## src/rtl/csg_pkg.sv

```systemverilog
package csg_pkg;

    typedef enum logic {BLK_OPEN, BLK_HOLD} blk_state_e;
    typedef enum logic {OCP_CLEAR, OCP_LATCHED} ocp_state_e;

    function automatic int unsigned blank_ns(input logic [2:0] code);
        int unsigned ns;
        case (code)
            3'd0:    ns = 0;
            3'd1:    ns = 40;
            3'd2:    ns = 80;
            3'd3:    ns = 120;
            3'd4:    ns = 200;
            3'd5:    ns = 400;
            3'd6:    ns = 600;
            default: ns = 800;
        endcase
        return ns;
    endfunction

    function automatic int unsigned ns_to_cycles(input int unsigned ns,
                                                 input int unsigned period_ps);
        return (ns * 1000 + period_ps - 1) / period_ps;
    endfunction

endpackage

```

## src/rtl/csg_anchor_sel.sv

```systemverilog
module csg_anchor_sel (
    input  logic clk,
    input  logic rst_n,
    input  logic cyc_start,
    input  logic aux_drive,
    input  logic aux_mode,
    output logic anchor
);
    logic aux_q;
    logic aux_rise;

    always_ff @(posedge clk or negedge rst_n) begin
        if (!rst_n) aux_q <= 1'b0;
        else        aux_q <= aux_drive;
    end

    assign aux_rise = aux_drive & ~aux_q;
    assign anchor   = aux_mode ? aux_rise : cyc_start;
endmodule

```

## src/rtl/csg_blank_fsm.sv

```systemverilog
module csg_blank_fsm
    import csg_pkg::*;
#(
    parameter int unsigned PERIOD_PS = 5000,
    parameter int unsigned CNT_W     = 8
) (
    input  logic       clk,
    input  logic       rst_n,
    input  logic       anchor,
    input  logic [2:0] blank_code,
    output logic       blank_mask
);
    logic [CNT_W-1:0] win_tbl [8];
    blk_state_e       state, nxt_state;
    logic [CNT_W-1:0] cnt, nxt_cnt;
    logic [CNT_W-1:0] win_len;

    for (genvar i = 0; i < 8; i++) begin : g_tbl
        assign win_tbl[i] = CNT_W'(ns_to_cycles(blank_ns(3'(i)), PERIOD_PS));
    end

    assign win_len = win_tbl[blank_code];

    always_ff @(posedge clk or negedge rst_n) begin
        if (!rst_n) begin
            state <= BLK_OPEN;
            cnt   <= '0;
        end else begin
            state <= nxt_state;
            cnt   <= nxt_cnt;
        end
    end

    always_comb begin
        nxt_state = state;
        nxt_cnt   = cnt;
        if (anchor) begin
            if (win_len <= CNT_W'(1)) begin
                nxt_state = BLK_OPEN;
                nxt_cnt   = '0;
            end else begin
                nxt_state = BLK_HOLD;
                nxt_cnt   = win_len - CNT_W'(1);
            end
        end else begin
            unique case (state)
                BLK_OPEN: begin
                    nxt_state = BLK_OPEN;
                end
                BLK_HOLD: begin
                    if (cnt <= CNT_W'(1)) begin
                        nxt_state = BLK_OPEN;
                        nxt_cnt   = '0;
                    end else begin
                        nxt_cnt = cnt - CNT_W'(1);
                    end
                end
            endcase
        end
    end

    always_comb begin
        blank_mask = (state == BLK_HOLD) || (anchor && (win_len != '0));
    end

    // an anchor with code zero never opens a hold window
    a_r3_zero_code_open: assert property (@(posedge clk) disable iff (!rst_n)
        (anchor && blank_code == 3'd0) |=> (state == BLK_OPEN));

    // the last hold count returns the timer to the open state
    a_r1_hold_expires: assert property (@(posedge clk) disable iff (!rst_n)
        (state == BLK_HOLD && cnt == CNT_W'(1) && !anchor) |=> (state == BLK_OPEN));
endmodule

```

## src/rtl/csg_trip_qual.sv

```systemverilog
module csg_trip_qual (
    input  logic clk,
    input  logic rst_n,
    input  logic cmp_raw,
    input  logic blank_mask,
    output logic fast_trip
);
    logic qual, qual_q;

    assign qual = cmp_raw & ~blank_mask;

    always_ff @(posedge clk or negedge rst_n) begin
        if (!rst_n) begin
            qual_q    <= 1'b0;
            fast_trip <= 1'b0;
        end else begin
            qual_q    <= qual;
            fast_trip <= qual & ~qual_q;
        end
    end

    // a masked sample is never followed by a trip
    a_r2_masked_quiet: assert property (@(posedge clk) disable iff (!rst_n)
        blank_mask |=> !fast_trip);

    // the trip lasts one cycle only
    a_r6_single_pulse: assert property (@(posedge clk) disable iff (!rst_n)
        fast_trip |=> !fast_trip);
endmodule

```

## src/rtl/csg_accurate_ocp.sv

```systemverilog
module csg_accurate_ocp
    import csg_pkg::*;
#(
    parameter int unsigned ADC_W   = 10,
    parameter int unsigned LIMIT_W = 5
) (
    input  logic               clk,
    input  logic               rst_n,
    input  logic               adc_valid,
    input  logic [ADC_W-1:0]   adc_code,
    input  logic [LIMIT_W-1:0] ocp_limit,
    input  logic               ocp_clr,
    output logic               ocp_flag
);
    localparam int unsigned SHIFT = ADC_W - LIMIT_W;

    logic [ADC_W-1:0] thr;
    logic             over;
    ocp_state_e       state, nxt_state;

    if (SHIFT == 0) begin : g_thr_direct
        assign thr = ocp_limit;
    end else begin : g_thr_aligned
        assign thr = {ocp_limit, {SHIFT{1'b0}}};
    end

    assign over = adc_valid && (adc_code > thr);

    always_ff @(posedge clk or negedge rst_n) begin
        if (!rst_n) state <= OCP_CLEAR;
        else        state <= nxt_state;
    end

    always_comb begin
        nxt_state = state;
        unique case (state)
            OCP_CLEAR:   if (over) nxt_state = OCP_LATCHED;
            OCP_LATCHED: if (ocp_clr && !over) nxt_state = OCP_CLEAR;
        endcase
    end

    always_comb begin
        ocp_flag = (state == OCP_LATCHED);
    end

    // the flag only falls on a clear request
    a_r8_sticky: assert property (@(posedge clk) disable iff (!rst_n)
        (ocp_flag && !ocp_clr) |=> ocp_flag);

    // the flag only rises on a valid sample
    a_r7_needs_strobe: assert property (@(posedge clk) disable iff (!rst_n)
        (!ocp_flag && !adc_valid) |=> !ocp_flag);
endmodule

```

## src/rtl/csense_ocp_guard.sv

```systemverilog
module csense_ocp_guard
    import csg_pkg::*;
#(
    parameter int unsigned CLK_PERIOD_PS = 5000,
    parameter int unsigned ADC_W         = 10
) (
    input  logic             clk,
    input  logic             rst_n,
    input  logic             cyc_start,
    input  logic             aux_drive,
    input  logic             aux_mode,
    input  logic [2:0]       blank_code,
    input  logic             cmp_raw,
    input  logic             adc_valid,
    input  logic [ADC_W-1:0] adc_code,
    input  logic [4:0]       ocp_limit,
    input  logic             ocp_clr,
    output logic             fast_trip,
    output logic             ocp_flag
);
    localparam int unsigned MAX_CYC = ns_to_cycles(blank_ns(3'd7), CLK_PERIOD_PS);
    localparam int unsigned CNT_W   = $clog2(MAX_CYC + 1) + 1;

    logic anchor;
    logic blank_mask;

    csg_anchor_sel u_anchor (
        .clk       (clk),
        .rst_n     (rst_n),
        .cyc_start (cyc_start),
        .aux_drive (aux_drive),
        .aux_mode  (aux_mode),
        .anchor    (anchor)
    );

    csg_blank_fsm #(
        .PERIOD_PS (CLK_PERIOD_PS),
        .CNT_W     (CNT_W)
    ) u_blank (
        .clk        (clk),
        .rst_n      (rst_n),
        .anchor     (anchor),
        .blank_code (blank_code),
        .blank_mask (blank_mask)
    );

    csg_trip_qual u_trip (
        .clk        (clk),
        .rst_n      (rst_n),
        .cmp_raw    (cmp_raw),
        .blank_mask (blank_mask),
        .fast_trip  (fast_trip)
    );

    csg_accurate_ocp #(
        .ADC_W   (ADC_W),
        .LIMIT_W (5)
    ) u_acc (
        .clk       (clk),
        .rst_n     (rst_n),
        .adc_valid (adc_valid),
        .adc_code  (adc_code),
        .ocp_limit (ocp_limit),
        .ocp_clr   (ocp_clr),
        .ocp_flag  (ocp_flag)
    );
endmodule

```

## config.mk

```make
export PLATFORM = sky130hd
export DESIGN_NAME = csense_ocp_guard
export DESIGN_NICKNAME = d
export VERILOG_FILES = /design/src/rtl/csg_pkg.sv /design/src/rtl/csg_anchor_sel.sv /design/src/rtl/csg_blank_fsm.sv /design/src/rtl/csg_trip_qual.sv /design/src/rtl/csg_accurate_ocp.sv /design/src/rtl/csense_ocp_guard.sv
export SDC_FILE = /design/constraint.sdc
export NUM_CORES = 1
export LEC_CHECK = 0
export BUFFER_PORTS_ARGS = -buffer_cell sky130_fd_sc_hd__buf_2
export CORE_MARGIN = 10
export CORE_UTILIZATION = 51
export DETAILED_ROUTE_END_ITERATION = 12
export HOLD_SLACK_MARGIN = 0.08
export PLACE_DENSITY = 0.82
export SYNTH_ARGS = -nofsm -noshare
export SYNTH_HDL_FRONTEND = slang
export SYNTH_HIERARCHICAL = 1
export SYNTH_SLANG_ARGS = --single-unit
```

## constraint.sdc

```tcl
create_clock -name clk -period 2.1 [get_ports clk]
set_input_delay 0.105 -clock clk [delete_from_list [all_inputs] [get_ports clk]]
set_output_delay 0.105 -clock clk [all_outputs]
set_load 0.1 [all_outputs]
```

==> flow_metrics.tcl <==
set metrics [dict create \
    status "completed" \
    ys.flop_type "dfrtp_1" \
    fin_crit_sh_pct 87.5 \
    reg2reg_to "u_blank/cnt[5]$_DFFE_PN0P_" \
    synth_top_cell_area_share_pct 33.5 \
    rows 16 \
    avgSynthCellArea_um2 9.03 \
    ioPinCount 28 \
    grt_max_degree 15 \
    initial_utilization_pct 53.4 \
    dieHeight_um 65.3 \
    hold-path-cell-count 3 \
    r2r_cells 6 \
    cts_hold_buffers 4 \
    synthCells 116 \
    synthArstFlopShare_pct 100 \
    worstPathMaxFanout 5 \
    crit_required_ns 2.29 \
    worst_slew_pin_slew_ns 0.486 \
    syn-cell-area_mm2 0.00105 \
    num-fill-cells 178 \
    synth_edf_count 0 \
    setup_viol 0 \
    slew_headroom_pct 67.8 \
    max_freq_mhz 544 \
    final_layout_size_suffix_gt1_share_pct 25.2 \
    yosysSeqAreaShare_pct 33.5 \
    diodes 0 \
    antenna_found_initial 0 \
    drv_slew 0 \
    area_delta_synth_final_pct 23.1 \
    rsz0062_at_grt "false" \
    max_stage_delay_ns 0.47 \
    yosysWarnings 6 \
    synthTopCellsByCount "14 x dfrtp_1, 14 x inv_1, 10 x ha_1, 8 x nor2_1, 7 x nand3_1" \
    post_cts_buffers 0 \
    cp_cell_sequence "inv_1, ha_1, o21bai_1, a31o_2, or4_1, o311ai_1" \
    peakVddDrop_uv 450 \
    port_buffers 27 \
    clkSinkCount 14 \
    finalNetCount 188 \
    finalSetupTns_ns 0 \
    endpoint_kind "register" \
    cts_tree "built" \
    power.density_mw_per_mm2 800 \
    synthDistinctLibCells 46 \
    hp-class "input pin to register" \
    wl_um 2500 \
    r2r_start "u_blank/cnt[1]$_DFFE_PN0P_" \
    drv_cap 0 \
    critPathLaunchType "register" \
    power_leakage_uw 0.000634 \
    hp-start "ocp_clr" \
    slowest_stage "or4_1" \
    worstHoldEndpoint "u_acc/ocp_flag$_DFF_PN0_" \
    drc 0 \
    clock_path_buffers 2 \
    hold_violations 0 \
    finClkSkew_ns 0.00407 \
    yosysTopAreaCell "dfrtp_1" \
    die_w_um 65.3 \
    via_per_inst 5.74 \
    overflow 0 \
    dr.pass1.iters 4 \
    grt.total_usage_pct 12.0 \
    wl_per_cell_um 14.1 \
    ant_nets 0 \
    vias 1021 \
    gp_congestion 0.874 \
    hpwl_um 2000 \
    arrival_ns 2.03 \
    grt_pass1_wl_um 4220 \
    die-area_mm2 0.00427 \
    first_iter_violations 38 \
    clock_latency_ns 0.29 \
    path_clk_slew_ns 0.09 \
    core_area_mm2 0.00196 \
    synth_seq_cells 14 \
    syn-num-nets 152 \
    layout_min_cycle_time_ns 1.84 \
    grt_pass1_vias 1035 \
    cts_buffers 3 \
    htree_levels 1 \
    root_buffer "clkbuf_4" \
    final_cell_area_mm2 0.00129 \
    crit_type "register to register" \
    ys_top_cells_by_area "dfrtp_1 33%, ha_1 12%, inv_1 5.0%" \
    placed_cell_area_mm2 0.00121 \
    cts-resized-gates 0 \
    r2r_slack_ns 0.26 \
]
-- flip-flops by register name, indices dropped and copies added, names as in the netlist --
register and count:
u_acc/ocp_flag 1, u_anchor/aux_q 1, u_blank/cnt 9, u_blank/state 1
u_trip/fast_trip 1, u_trip/qual_q 1
-- worst max path at each step --
stage / start / endpoint / slack (ns) / depth (start not counted)
after global placement: blank_code[1] / u_trip/fast_trip$_DFF_PN0_ / 0.18 / 11
final: u_blank/cnt[1]$_DFFE_PN0P_ / u_blank/cnt[5]$_DFFE_PN0P_ / 0.26 / 6
after floorplan: blank_code[1] / u_blank/cnt[3]$_DFFE_PN0P_ / 0.38 / 9
after CTS: u_blank/cnt[1]$_DFFE_PN0P_ / u_blank/cnt[5]$_DFFE_PN0P_ / 0.27 / 6
after detailed placement: blank_code[1] / u_trip/fast_trip$_DFF_PN0_ / 0.04 / 11
after global routing: blank_code[1] / u_trip/fast_trip$_DFF_PN0_ / 0.17 / 11
-- per-stage QoR --
stage	power [uW]	utilization, %	setup slack, ns	instances	hold WS, ns
global placement	811	61.8	0.183	170	0.0164
CTS	1040	65.7	0.269	178	0.106
finish	1030	65.7	0.263	178	0.115
global route	1100	65.7	0.167	178	0.132
detailed placement	828	61.8	0.0433	170	0.0214
floorplan	719	-	0.378	116	-0.191
-- metal layers --
layer	vias up	GRT usage, %	routed length, um	part of all wire (%)
met5	-	0	0	0
met3	5	2.71	145	5.8
li1	503	-	-	-
met2	38	21.7	1250	50
met4	0	6.42	58	2.3
met1	475	12.5	1050	42
-- final cells by class --
cell class | instances | area [um^2] | area share (%)
multi-input cells | 86 | 626 | 48.5
flip-flops and latches | 14 | 350 | 27.2
repair buffers | 33 | 190 | 14.8
inverters | 14 | 52.6 | 4.08
clock buffers | 4 | 36.3 | 2.82
well taps | 27 | 33.8 | 2.62
-- logic make-up after synthesis --
| logic type | count (synthesis) | synth area share (%) |
|---|---|---|
| and+or+nand+nor | 46 | 25.9 |
| AOI/OAI and AO/OA | 27 | 19.1 |
| buffers and inverters | 16 | 6.81 |
| DFF | 14 | 33.5 |
| adders and majority gates | 10 | 11.9 |
| muxes | 2 | 1.91 |
| xor gates and xnor gates | 1 | 0.836 |
-- critical path: cells and delay by family, from the launching register on --
family / cells / cell delay, ns
fa+ha+maj: 1 / 0.17
flops: 1 / 0.42
buf+inv: 1 / 0.09
simple gates: 1 / 0.47
compound gates: 3 / 0.58
-- cells in the final DEF (no fill, tap or decap), types with 2 or more instances in the layout --
master         netlist  routed
buf_2                0      27
inv_1               14      14
dfrtp_1             14      14
ha_1                10      10
nor2_1               8       8
nand3_1              7       7
nand2_1              6       6
nor3_1               6       6
a21oi_1              5       5
dlygate4sd3_1        0       4
clkbuf_4             0       3
nor2b_1              3       3
nand4_1              2       2
nand2b_1             2       2
mux2i_1              2       2
o21bai_1             2       2
a31oi_1              2       2
a211oi_1             2       2
buf_4                1       2
-- power breakdown --
part	leakage, uW	switching (uW)	internal [uW]	total, uW
Clock	0.0000210	92.5	106	198
Combinational	0.000441	212	173	385
Sequential	0.000171	109	339	448
Total	0.000634	413	617	1030
No activity file was read; power rests on OpenSTA's default activity.
